===== src/rtl/dma_pkg.sv =====
package dma_pkg;

    typedef enum logic [1:0] {
        UNIT_B1  = 2'd0,
        UNIT_B2  = 2'd1,
        UNIT_B4  = 2'd2,
        UNIT_B16 = 2'd3
    } unit_e;

    typedef enum logic [2:0] {
        ST_IDLE,
        ST_REQ,
        ST_RD,
        ST_WR,
        ST_REL,
        ST_GAP
    } chan_state_e;

    // bytes moved by one unit
    function automatic logic [4:0] unit_bytes(unit_e u);
        case (u)
            UNIT_B1:  return 5'd1;
            UNIT_B2:  return 5'd2;
            UNIT_B4:  return 5'd4;
            default:  return 5'd16;
        endcase
    endfunction

endpackage


===== src/rtl/dma_addr_ctr.sv =====
module dma_addr_ctr #(
    parameter int AW     = 32,
    parameter int STEP_W = 5,
    parameter int BEAT_W = 2
) (
    input  logic              clk,
    input  logic              rst_n,
    input  logic              load,
    input  logic [AW-1:0]     load_addr,
    input  logic              step,
    input  logic [STEP_W-1:0] step_bytes,
    input  logic [BEAT_W-1:0] beat,
    output logic [AW-1:0]     beat_addr
);
    typedef struct packed {
        logic [AW-1:0] base;
    } ptr_t;

    ptr_t ptr_d, ptr_q;

    always_comb begin
        ptr_d = ptr_q;
        if (load) begin
            ptr_d.base = load_addr;
        end else if (step) begin
            ptr_d.base = ptr_q.base + AW'(step_bytes);
        end
    end

    always_ff @(posedge clk or negedge rst_n) begin
        if (!rst_n) ptr_q <= '0;
        else        ptr_q <= ptr_d;
    end

    // beats inside a unit are longwords
    assign beat_addr = ptr_q.base + (AW'(beat) << 2);

endmodule


===== src/rtl/dma_xfer_cnt.sv =====
module dma_xfer_cnt #(
    parameter int CW = 24,
    localparam int LW = CW + 1
) (
    input  logic          clk,
    input  logic          rst_n,
    input  logic          load,
    input  logic [CW-1:0] load_count,
    input  logic          dec,
    input  logic          clr_half,
    input  logic          clr_end,
    output logic [LW-1:0] left,
    output logic          last,
    output logic          half_flag,
    output logic          end_flag
);
    typedef struct packed {
        logic [LW-1:0] left;
        logic [LW-1:0] half_pt;
        logic          half;
        logic          fin;
    } cnt_t;

    cnt_t c_d, c_q;
    logic [LW-1:0] eff;
    logic [LW-1:0] left_m1;
    logic          set_half;
    logic          set_end;

    always_comb begin
        eff      = (load_count == '0) ? (LW'(1) << CW) : LW'(load_count);
        left_m1  = c_q.left - LW'(1);
        set_half = dec && (c_q.left != '0) && (left_m1 == c_q.half_pt);
        set_end  = dec && (c_q.left == LW'(1));

        c_d = c_q;
        if (load) begin
            c_d.left    = eff;
            c_d.half_pt = eff >> 1;
        end else if (dec && (c_q.left != '0)) begin
            c_d.left = left_m1;
        end

        // a set in the same cycle wins over a clear
        if (set_half)      c_d.half = 1'b1;
        else if (clr_half) c_d.half = 1'b0;
        if (set_end)       c_d.fin  = 1'b1;
        else if (clr_end)  c_d.fin  = 1'b0;
    end

    always_ff @(posedge clk or negedge rst_n) begin
        if (!rst_n) c_q <= '0;
        else        c_q <= c_d;
    end

    assign left      = c_q.left;
    assign last      = (c_q.left == LW'(1));
    assign half_flag = c_q.half;
    assign end_flag  = c_q.fin;

endmodule


===== src/rtl/dma_gap_timer.sv =====
module dma_gap_timer #(
    parameter int GAP_SHORT = 16,
    parameter int GAP_LONG  = 64,
    localparam int GW = $clog2(GAP_LONG + 1)
) (
    input  logic clk,
    input  logic rst_n,
    input  logic load,
    input  logic sel_long,
    output logic expire
);
    typedef struct packed {
        logic [GW-1:0] cnt;
    } tmr_t;

    tmr_t t_d, t_q;

    always_comb begin
        t_d = t_q;
        if (load) begin
            t_d.cnt = sel_long ? GW'(GAP_LONG) : GW'(GAP_SHORT);
        end else if (t_q.cnt != '0) begin
            t_d.cnt = t_q.cnt - GW'(1);
        end
    end

    always_ff @(posedge clk or negedge rst_n) begin
        if (!rst_n) t_q <= '0;
        else        t_q <= t_d;
    end

    assign expire = (t_q.cnt == GW'(1));

endmodule


===== src/rtl/dma_chan.sv =====
module dma_chan #(
    parameter int AW        = 32,
    parameter int DW        = 32,
    parameter int CW        = 24,
    parameter int BEATS     = 4,
    parameter int GAP_SHORT = 16,
    parameter int GAP_LONG  = 64
) (
    input  logic          clk,
    input  logic          rst_n,
    input  logic          start,
    input  logic [AW-1:0] cfg_src,
    input  logic [AW-1:0] cfg_dst,
    input  logic [CW-1:0] cfg_count,
    input  logic [1:0]    cfg_unit,
    input  logic          cfg_burst,
    input  logic          cfg_intermit,
    input  logic          cfg_gap_long,
    input  logic          clr_half,
    input  logic          clr_end,
    output logic          bus_req,
    input  logic          bus_gnt,
    output logic          bus_valid,
    output logic          bus_we,
    output logic [AW-1:0] bus_addr,
    output logic [1:0]    bus_size,
    output logic [DW-1:0] bus_wdata,
    input  logic [DW-1:0] bus_rdata,
    input  logic          bus_ready,
    output logic          busy,
    output logic [CW:0]   xfer_left,
    output logic          irq_half,
    output logic          irq_end
);
    import dma_pkg::*;

    localparam int BEAT_W = (BEATS > 1) ? $clog2(BEATS) : 1;
    localparam int NPTR   = 2;   // 0: source, 1: destination

    typedef struct packed {
        chan_state_e              state;
        logic [BEAT_W-1:0]        beat;
        unit_e                    unit;
        logic                     burst;
        logic                     intermit;
        logic                     gap_long;
        logic [BEATS-1:0][DW-1:0] hold;
    } chan_t;

    chan_t s_d, s_q;

    logic                        job_load;
    logic                        unit_done;
    logic                        cnt_last;
    logic                        gap_load;
    logic                        gap_expire;
    logic                        xfer_ok;
    logic [BEAT_W-1:0]           last_beat;
    logic [NPTR-1:0][AW-1:0]     ptr_init;
    logic [NPTR-1:0][AW-1:0]     ptr_addr;
    logic [4:0]                  step_bytes;

    assign job_load   = start && (s_q.state == ST_IDLE);
    assign xfer_ok    = bus_gnt && bus_ready;
    assign last_beat  = (s_q.unit == UNIT_B16) ? BEAT_W'(BEATS - 1) : '0;
    assign step_bytes = unit_bytes(s_q.unit);
    assign ptr_init[0] = cfg_src;
    assign ptr_init[1] = cfg_dst;

    // one pointer per side, same structure
    for (genvar g = 0; g < NPTR; g++) begin : g_ptr
        dma_addr_ctr #(
            .AW     (AW),
            .STEP_W (5),
            .BEAT_W (BEAT_W)
        ) u_ptr (
            .clk        (clk),
            .rst_n      (rst_n),
            .load       (job_load),
            .load_addr  (ptr_init[g]),
            .step       (unit_done),
            .step_bytes (step_bytes),
            .beat       (s_q.beat),
            .beat_addr  (ptr_addr[g])
        );
    end

    dma_xfer_cnt #(.CW(CW)) u_cnt (
        .clk        (clk),
        .rst_n      (rst_n),
        .load       (job_load),
        .load_count (cfg_count),
        .dec        (unit_done),
        .clr_half   (clr_half),
        .clr_end    (clr_end),
        .left       (xfer_left),
        .last       (cnt_last),
        .half_flag  (irq_half),
        .end_flag   (irq_end)
    );

    dma_gap_timer #(
        .GAP_SHORT (GAP_SHORT),
        .GAP_LONG  (GAP_LONG)
    ) u_gap (
        .clk      (clk),
        .rst_n    (rst_n),
        .load     (gap_load),
        .sel_long (s_q.gap_long),
        .expire   (gap_expire)
    );

    always_comb begin
        s_d       = s_q;
        unit_done = 1'b0;
        gap_load  = 1'b0;
        bus_req   = 1'b0;
        bus_valid = 1'b0;
        bus_we    = 1'b0;
        bus_addr  = ptr_addr[0];
        bus_wdata = s_q.hold[s_q.beat];
        bus_size  = (s_q.unit == UNIT_B16) ? 2'(UNIT_B4) : 2'(s_q.unit);

        case (s_q.state)
            ST_IDLE: begin
                if (start) begin
                    s_d.state    = ST_REQ;
                    s_d.beat     = '0;
                    s_d.unit     = unit_e'(cfg_unit);
                    s_d.burst    = cfg_burst;
                    s_d.intermit = cfg_intermit;
                    s_d.gap_long = cfg_gap_long;
                end
            end
            ST_REQ: begin
                bus_req = 1'b1;
                if (bus_gnt) begin
                    s_d.state = ST_RD;
                    s_d.beat  = '0;
                end
            end
            ST_RD: begin
                bus_req   = 1'b1;
                bus_valid = bus_gnt;
                bus_addr  = ptr_addr[0];
                if (xfer_ok) begin
                    s_d.hold[s_q.beat] = bus_rdata;
                    if (s_q.beat == last_beat) begin
                        s_d.state = ST_WR;
                        s_d.beat  = '0;
                    end else begin
                        s_d.beat = s_q.beat + BEAT_W'(1);
                    end
                end
            end
            ST_WR: begin
                bus_req   = 1'b1;
                bus_valid = bus_gnt;
                bus_we    = 1'b1;
                bus_addr  = ptr_addr[1];
                if (xfer_ok) begin
                    if (s_q.beat == last_beat) begin
                        unit_done = 1'b1;
                        s_d.beat  = '0;
                        if (cnt_last) begin
                            s_d.state = ST_IDLE;
                        end else if (s_q.burst) begin
                            s_d.state = ST_RD;
                        end else if (s_q.intermit) begin
                            s_d.state = ST_GAP;
                            gap_load  = 1'b1;
                        end else begin
                            s_d.state = ST_REL;
                        end
                    end else begin
                        s_d.beat = s_q.beat + BEAT_W'(1);
                    end
                end
            end
            ST_REL: begin
                s_d.state = ST_REQ;
            end
            ST_GAP: begin
                if (gap_expire) s_d.state = ST_REQ;
            end
            default: s_d.state = ST_IDLE;
        endcase
    end

    always_ff @(posedge clk or negedge rst_n) begin
        if (!rst_n) begin
            s_q       <= '0;
            s_q.state <= ST_IDLE;
        end else begin
            s_q <= s_d;
        end
    end

    assign busy = (s_q.state != ST_IDLE);

endmodule


===== config.mk =====
export PLATFORM = sky130hd
export DESIGN_NAME = dma_chan
export DESIGN_NICKNAME = d
export VERILOG_FILES = /design/src/rtl/dma_pkg.sv /design/src/rtl/dma_addr_ctr.sv /design/src/rtl/dma_xfer_cnt.sv /design/src/rtl/dma_gap_timer.sv /design/src/rtl/dma_chan.sv
export SDC_FILE = /design/constraint.sdc
export NUM_CORES = 1
export LEC_CHECK = 0
export BUFFER_PORTS_ARGS = -buffer_cell sky130_fd_sc_hd__buf_4
export CAP_MARGIN = 20
export CORE_MARGIN = 2
export CORE_UTILIZATION = 25
export DETAILED_ROUTE_END_ITERATION = 10
export PLACE_DENSITY_LB_ADDON = 0.2
export SKIP_LAST_GASP = 1
export SYNTH_ARGS = -nofsm -noshare
export SYNTH_HDL_FRONTEND = slang
export SYNTH_SLANG_ARGS = --single-unit

===== constraint.sdc =====
create_clock -name clk -period 7.9 [get_ports clk]
set_clock_uncertainty 0.15 [all_clocks]
set_input_delay 1.58 -clock clk [delete_from_list [all_inputs] [get_ports clk]]
set_output_delay 1.58 -clock clk [all_outputs]
set_load 0.005 [all_outputs]

After elaboration in Yosys (flattened, before gate mapping)
Index checks and enable logic that the tools add are counted.
- bits in latches: 0
- input port bits: 132
- memory bits (read-only): 0
- output and inout bits: 97
- word-level logic and storage cells: 117
- memories: 0
- bits in registers: 260
- RAM bits: 0
- bitwise operators: 0
- multipliers: 0
- reduce and logical (&&, ||, !) cells: 24
- add/sub/neg operators: 7
- mux-type cells: 48
- magnitude comparators: 2
- divide/modulo/power cells: 0
- eq/ne operators: 19
- shifts and indexed selects: 0
- operators with widths (kind ; number):
    $mux W32 ; 7
    $bwmux W128 ; 1
    $mux W25 ; 3
    $add A32 B4 Y32 ; 2
    $add A32 B5 Y32 ; 2
    $bmux W32 S2 ; 1
    $demux W32 S2 ; 1
    $eq A25 B1 Y1 const B ; 1
    $eq A25 B24 Y1 ; 1
    $reduce_bool A25 Y1 ; 1
    $sub A25 B1 Y25 const B ; 1
    $logic_not A24 Y1 ; 1
    $mux W7 ; 3
    $pmux W3 S6 ; 1
    $mux W1 ; 17
    $mux W3 ; 5
    $mux W5 ; 3
    $pmux W5 S3 ; 1
    $ne A2 B2 Y1 const B ; 7
    $mux W10 ; 1
    $reduce_bool A2 Y1 ; 5
    $pmux W2 S4 ; 1
    $eq A7 B1 Y1 const B ; 1
    $reduce_and A7 Y1 ; 1
    21 further kinds ; 32

Depth between registers and ports, before layout
Gate-level depths: netlist of run 1.
- word-level depth: 9
- depth in mapped cells: 16
- gate-level depth less buffers: 12

By module
Synthesis of run 1 repeated with hierarchy kept, for this count alone.
- cells, all modules: 1617
- area, all modules: 16074.2 um^2
- modules (own cells, without submodules) (module ; instances ; area an instance (um^2) ; cells an instance ; sequential area each (um^2)):
    dma_chan ; 1 ; 6745.2 ; 486 ; 3453.3
    dma_xfer_cnt ; 1 ; 3468.3 ; 422 ; 1276.2
    dma_addr_ctr (g_ptr[0].u_ptr) ; 1 ; 2776.4 ; 341 ; 800.8
    dma_addr_ctr (g_ptr[1].u_ptr) ; 1 ; 2691.3 ; 328 ; 800.8
    dma_gap_timer ; 1 ; 392.9 ; 40 ; 175.2

Worst setup path after synthesis of run 1
Ideal clock, no wire load.
- path kind: register to output
- start: register s_q[136] in the netlist's numbering
- end: output bus_addr[20]
- arrival time: 3.220 ns
- required time: 6.170 ns
- cell stages (with the launch flop): 15
- path buffers: 4
- path slack: 2.950 ns
- cells stage by stage: dfrtp_1 > buf_2 > nand3b_1 > clkbuf_1 > clkbuf_1 > clkbuf_1 > nand2_1 > nand2_1 > ha_1 > fa_1 > inv_1 > a221oi_1 > nand4_1 > xor2_1 > o21ai_0
- cells in the longest elaborated chain, start to end: 2
- RTL lines (what ; RTL line ; RTL):
    from (decl) ; dma_chan.sv:50 ; chan_t s_d, s_q;
    $eq A3 B2 Y1 ; dma_chan.sv:124 ; case (s_q.state)
    $mux W32 ; dma_chan.sv:124 ;
    to (decl) ; dma_chan.sv:25 ; output logic [AW-1:0] bus_addr,
No other way between the ends.

Final worst setup path of run 1
- start: register s_q[136] in the netlist's numbering
- end: output bus_addr[31]
Same word-level chain as after synthesis.

==> results.cfg, run 1 <==
[cells_and_area]
final_util = 0.3153
drive_gt1_frac = 0.2974
diodes = 0
nets = 1772
area_delta_synth_final_pct = 24.27
instances_no_fill = 2406

[setup_path]
cp_max_fo = 41
worstReg2RegStart = s_q[132]$_DFFE_PN0P_
cp.arrival_ps = 3940
rr_endpoint = g_ptr[1].u_ptr.ptr_q[31]$_DFFE_PN0P_
worstRegToRegCells = 10
crit_type = register to output pin
end_kind = output pin
path_cells = nand3b_1 > buf_4 > nand2_1 > nand2_1 > ha_1 > a21oi_1 > a21oi_1 > nand2_1 > nor4_1 > xnor2_1 > mux2i_1 > buf_4
cp_common_cell = nand2_1
r2r_slack_ps = 4230
slowest_stage = dfrtp_1
required_ps = 6170
slowest_delay_ps = 620
startpoint_type = register

[sta]
hold_viol = 0
grt_setup_unrepaired = no
fmax_mhz = 176.4
setup_violations = 0
setup-tns-final_ps = 0
tightest_slew_ps = 1090
min_period_over_period = 0.7177
report.final.slew_viol_count = 0
max_slew_margin = 0.2732
holdWs_ps = 315.2
layout_min_cycle_time_ps = 5670

[clock_tree]
clock_tree.htree_level_count = 2
cts_tree = built
cts_buffers = 36
worstSkewPairLatency_ps = 550
cts.sinks = 260
cts_max_path_buffers = 3
ctsResizeCount = 0
clk_pin_slew_ps = 50
holdBufCountCts = 0
root_buffer = clkbuf_16
post-cts-setup-buffers = 0

[worst_hold_path]
holdCritPathClass = register to register
hold_start = s_q[128]$_DFFE_PN0P_
min_to = u_gap.t_q[4]$_DFFE_PN0P_
hold_depth = 1

[floorplan]
die_height_um = 246.2
die_w_um = 246.2
dieArea_mm2 = 0.06062
ioPinCount = 229
rows = 88
core_mm2 = 0.05781
initial_utilization = 0.2537

[placed_design]
port_buffers = 228
gp_congestion = 0.8202
dp_cells = 2345
dp_hpwl_um = 31430

[power]
peakVddDrop_uv = 119.4
finalPower_uw = 6777
power.leakage_uw = 0.007912
power.density_mw_per_mm2 = 371.8

[routing]
via_count = 11326
drt_iter0_markers = 496
wl_um = 44890
firstDrtPassIters = 5
vias_per_cell = 4.707
ant_nets = 0
wl_per_cell_um = 18.66
drc = 0

[grt]
gr-usage-all-layers = 0.1498
grt_overflow = 0
grt_pass1_wl_um = 70390
grt_max_degree = 147
antenna_found_initial = 5
grt_pass1_vias = 11888

[run]
cap_violations = 0

[logic_synthesis]
syn_area_mm2 = 0.01467
ys_async_sr_fraction = 1.000
ys_seq_area_frac = 0.4436
synth.most_common_cell = dfrtp_1
yosys_warnings = 0
syn_avg_cell_area_um2 = 10.19
ys.flop_type = dfrtp_1
ys_ff_latch = 260
postSynthNetCount = 1594
synth.area.top_cells = dfrtp_1 44%, mux2_2 10%, nand2_1 6.1%, xnor2_1 5.9%, mux4_2 4.9%
synth_cell_type_count = 65
synth_edf_count = 0
yosys.area.top_type = dfrtp_1
synth_top_area_frac = 0.4436
synthTopCellsByCount = 260 x dfrtp_1, 239 x nand2_1, 130 x mux2_2
synthCells = 1440

[outcome]
status = finished clean
kinds of logic after synthesis:
group	Yosys count	share of synthesized area
AO/OA/AOI/OAI	175	0.07030
adder cells (fa/ha/maj)	22	0.02030
AND/OR/NAND/NOR	516	0.1686
buffers and inverters	132	0.04282
XOR/XNOR	148	0.08838
flip-flops	260	0.4436
multiplexers	187	0.1660
critical path, delay by kind of cell, from the launching register on:
family | cells | cell delay [ps]
fa+ha+maj | 1 | 310
buf+inv | 2 | 500
flops | 1 | 620
simple gates | 5 | 1040
mux | 1 | 220
compound gates | 2 | 610
xor+xnor | 1 | 100
worst max-delay path by stage:
stage,start,end,slack [ps],depth (start not counted)
6_report,s_q[136]$_DFFE_PN0P_,bus_addr[31],2230,12
4_1_cts,s_q[136]$_DFFE_PN0P_,bus_addr[31],2130,12
2_1_floorplan,s_q[136]$_DFFE_PN0P_,bus_addr[20],2950,14
3_5_place_dp,s_q[136]$_DFFE_PN0P_,bus_addr[31],2730,12
3_3_place_gp,s_q[136]$_DFFE_PN0P_,bus_addr[31],2720,12
5_1_grt,s_q[136]$_DFFE_PN0P_,bus_addr[31],1800,12
layer usage:
layer	up-vias	track usage	routed length [um]
met5	-	0	65
met4	10	0.03922	929
met3	59	0.04172	2764
met2	243	0.2488	21290
met1	5658	0.1908	19840
li1	5356	-	-
where the power goes:
part | internal [uW] | switching [uW] | leakage, uW | total, uW
combinational | 1350 | 1280 | 0.00396 | 2630
sequential | 1830 | 594 | 0.00334 | 2420
clock | 1080 | 644 | 0.000616 | 1730
total | 4260 | 2520 | 0.00791 | 6780
metrics by stage:
stage               area (um2)  setup slack (ps)
finish                   18230              2230
global route             18230              1805
CTS                      18230              2130
detailed placement       16970              2727
global placement         16970              2723
floorplan                14670              2950
flip-flops by register name, summed over array words and instances (netlist names):
| signal | count |
|---|---|
| s_q | 138 |
| g_ptr.u_ptr.ptr_q | 64 |
| u_cnt.left | 25 |
| u_cnt.c_q | 24 |
| u_gap.t_q | 7 |
| u_cnt.end_flag | 1 |
| u_cnt.half_flag | 1 |
placed cells by master (no fill, tap or decap), types with 9 or more instances in the layout:
cell / count
mux2_2: 130
nor2b_1: 12
nor2_1: 80
ha_1: 19
buf_4: 242
xnor2_1: 98
nand2_1: 239
dfrtp_1: 258
o21ai_0: 92
and3_1: 12
mux2i_1: 25
nor4_1: 18
nand4_1: 24
nand3_1: 39
a31oi_1: 9
mux4_2: 32
or3_1: 10
a21oi_1: 31
nor3_1: 33
xor2_1: 50
clkbuf_16: 36
inv_1: 28
area by class of cell:
cell class / count / area (um2)
Fill cell: 6070 / 39580
Multi-Input combinational cell: 1048 / 7546
Sequential cell: 260 / 6509
Timing Repair Buffer: 244 / 1852
Clock buffer: 45 / 984.7
Tap cell: 765 / 957.2
Clock inverter: 16 / 272.8
Inverter: 28 / 105.1
(Power assumes the default switching activity.)
==> run 2, diff against run 1 <==
--- a/config.mk
+++ b/config.mk
@@ -5,6 +5,7 @@
 export SDC_FILE = /design/constraint.sdc
 export NUM_CORES = 1
 export LEC_CHECK = 0
+export ABC_AREA = 1
 export BUFFER_PORTS_ARGS = -buffer_cell sky130_fd_sc_hd__buf_4
 export CAP_MARGIN = 20
 export CORE_MARGIN = 2
==> constraint.sdc (replaced) <==
create_clock -name clk -period 5.9 [get_ports clk]
set_clock_uncertainty 0.15 [all_clocks]
set_input_delay 1.18 -clock clk [delete_from_list [all_inputs] [get_ports clk]]
set_output_delay 1.18 -clock clk [all_outputs]
set_load 0.005 [all_outputs]
==> results.cfg, run 2 <==
[outcome]
status = finished clean

[floorplan]
rows = 92
core_mm2 = 0.06285
ioPinCount = 229
initial_utilization = 0.2519
die_height_um = 255.6
dieArea_mm2 = 0.06534
die_w_um = 255.6

[power]
finalPower_uw = 10910
peakVddDrop_uv = 201.3
power.leakage_uw = 0.009169
power.density_mw_per_mm2 = 565.3

[setup_path]
path_cells = inv_2 > nor2_4 > nand2_4 > o21ai_0 > ha_1 > a21oi_1 > inv_1 > nand2_4 > nor2_4 > nand2_4 > nor2_8 > nand4_1 > xor2_1 > buf_4
required_ps = 4570
end_kind = output pin
startpoint_type = register
crit_type = register to output pin
crit_buf_inv = 3
cp_common_cell = nand2_4
slowest_delay_ps = 570
path_delay_family = simple AND/OR/NAND/NOR gates
cp.arrival_ps = 3550
cp_max_fo = 63
slowest_stage = nand2_4

[cells_and_area]
layout_common_cells = 520 x nand2_1, 289 x o21ai_0, 259 x dfrtp_1, 240 x buf_4, 238 x nor2_1
diodes = 0
instances_no_fill = 3220
largest_reg_flops = 138
drive_gt1_frac = 0.1516
layout_commonest_cell = nand2_1
nets = 2505
final_util = 0.3070
area_delta_synth_final_pct = 21.88
fillers = 6884
top_register = s_q

[clock_tree]
holdBufCountCts = 0
clk_pin_slew_ps = 60
post-cts-setup-buffers = 0
root_buffer = clkbuf_16
cts.sinks = 260
cts_buffers = 36
cts_tree = built
cts_max_path_buffers = 3
clock_tree.htree_level_count = 2
worstSkewPairLatency_ps = 540
ctsResizeCount = 0

[sta]
fmax_mhz = 205.0
report.final.slew_viol_count = 0
min_period_over_period = 0.8269
holdWs_ps = 324.4
max_slew_margin = 0.3876
setup_violations = 0
layout_min_cycle_time_ps = 4879
grt_setup_unrepaired = no
tightest_slew_ps = 917.6
hold_viol = 0
setup-tns-final_ps = 0

[logic_synthesis]
synth_top_area_frac = 0.4110
synthCells = 2188
syn_area_mm2 = 0.01583
ys.flop_type = dfrtp_1
yosys_warnings = 0
synth_cell_type_count = 49
synthTopCellsByCount = 521 x nand2_1, 289 x o21ai_0, 260 x dfrtp_1
ys_seq_area_frac = 0.4110
ys_async_sr_fraction = 1.000
syn_avg_cell_area_um2 = 7.234
synth.most_common_cell = nand2_1
yosys.area.top_type = dfrtp_1
synth_edf_count = 0
ys_ff_latch = 260
synth.area.top_cells = dfrtp_1 41%, nand2_1 12%, o21ai_0 9.1%, nor2_1 5.6%, inv_1 5.5%
postSynthNetCount = 2342

[placed_design]
dp_hpwl_um = 40500
port_buffers = 228
gp_congestion = 0.8569
dp_cells = 3159

[run]
cap_violations = 0

[routing]
wl_um = 57090
via_count = 15300
vias_per_cell = 4.752
wl_per_cell_um = 17.73
drt_iter0_markers = 994
firstDrtPassIters = 5
ant_nets = 0
drc = 0

[grt]
grt_pass1_wl_um = 89490
antenna_found_initial = 2
grt_pass1_vias = 14968
grt_overflow = 0
gr-usage-all-layers = 0.1727
grt_max_degree = 140

[worst_hold_path]
holdCritPathClass = register to register
## run 2: changes by cell type after synthesis, sizes merged, moves of 18 or more
| cell | before | now |
|---|---|---|
| o211ai | 6 | 24 |
| nor2 | 80 | 254 |
| mux2 | 130 | 0 |
| o21ai | 94 | 324 |
| inv | 28 | 243 |
| xnor2 | 98 | 9 |
| o22ai | 1 | 57 |
| clkbuf | 41 | 67 |
| mux2i | 25 | 0 |
| nand3 | 39 | 134 |
| mux4 | 32 | 0 |
| nand2 | 241 | 529 |
## run 2: path summary, 6_finish.rpt
check / from / to / slack [ps] / cells after the start
worst max-delay path: s_q[136]$_DFFE_PN0P_ / bus_addr[25] / 1020 / 14
worst min-delay path: s_q[129]$_DFFE_PN0P_ / s_q[129]$_DFFE_PN0P_ / 320 / 2
worst max register to register: s_q[137]$_DFFE_PN0P_ / u_cnt.left[10]$_DFFE_PN0P_ / 2430 / 9
worst min register to register: s_q[129]$_DFFE_PN0P_ / s_q[129]$_DFFE_PN0P_ / 320 / 2
max in group asynchronous: rst_n / s_q[82]$_DFFE_PN0P_ / 3830 / 2
min in group asynchronous: rst_n / u_cnt.left[11]$_DFFE_PN0P_ / 490 / 1
## run 2: metal layers
layer	wire [um]	global-route usage	vias up	part of all wire
met4	1301	0.04662	4	0.023
met3	3531	0.03506	79	0.062
met2	26340	0.2819	423	0.46
met5	27	0	-	0.00047
li1	-	-	7523	-
met1	25890	0.2320	7271	0.45
## run 2: area by class of cell
type,count,area (um2),share of cell area
clock buffer,54,1040,0.05389
clock inverter,7,85.08,0.004410
inverter,244,918.4,0.04760
multi-input combinational,1567,7846,0.4067
sequential,260,6507,0.3373
tap,846,1059,0.05487
timing repair buffer,242,1837,0.09521
## run 2: cell families after synthesis
logic type,count (synthesis),share of synthesized area
compound gates,481,0.1718
xor+xnor,51,0.02996
fa+ha+maj,22,0.01881
buf+inv,361,0.09501
flops,260,0.4110
simple gates,1013,0.2733
## run 2: stage by stage
step                instance area, um2  worst slack (ps)
floorplan                        15830              2066
global placement                 18170              1635
detailed placement               18170              1614
CTS                              19290              1014
global route                     19290             783.1
finish                           19290              1021
## run 2: worst min-delay path, stage by stage (launching register included)
cell	delay, ps
dfrtp_1	350
nand2_1	50
nand2_1	40
## run 2: power by group
group / switching, uW / total [uW] / leakage (uW) / internal (uW)
logic: 3410 / 5510 / 0.00539 / 2100
registers: 706 / 3260 / 0.00323 / 2550
clock network: 843 / 2140 / 0.000554 / 1300
total: 4960 / 10900 / 0.00917 / 5940
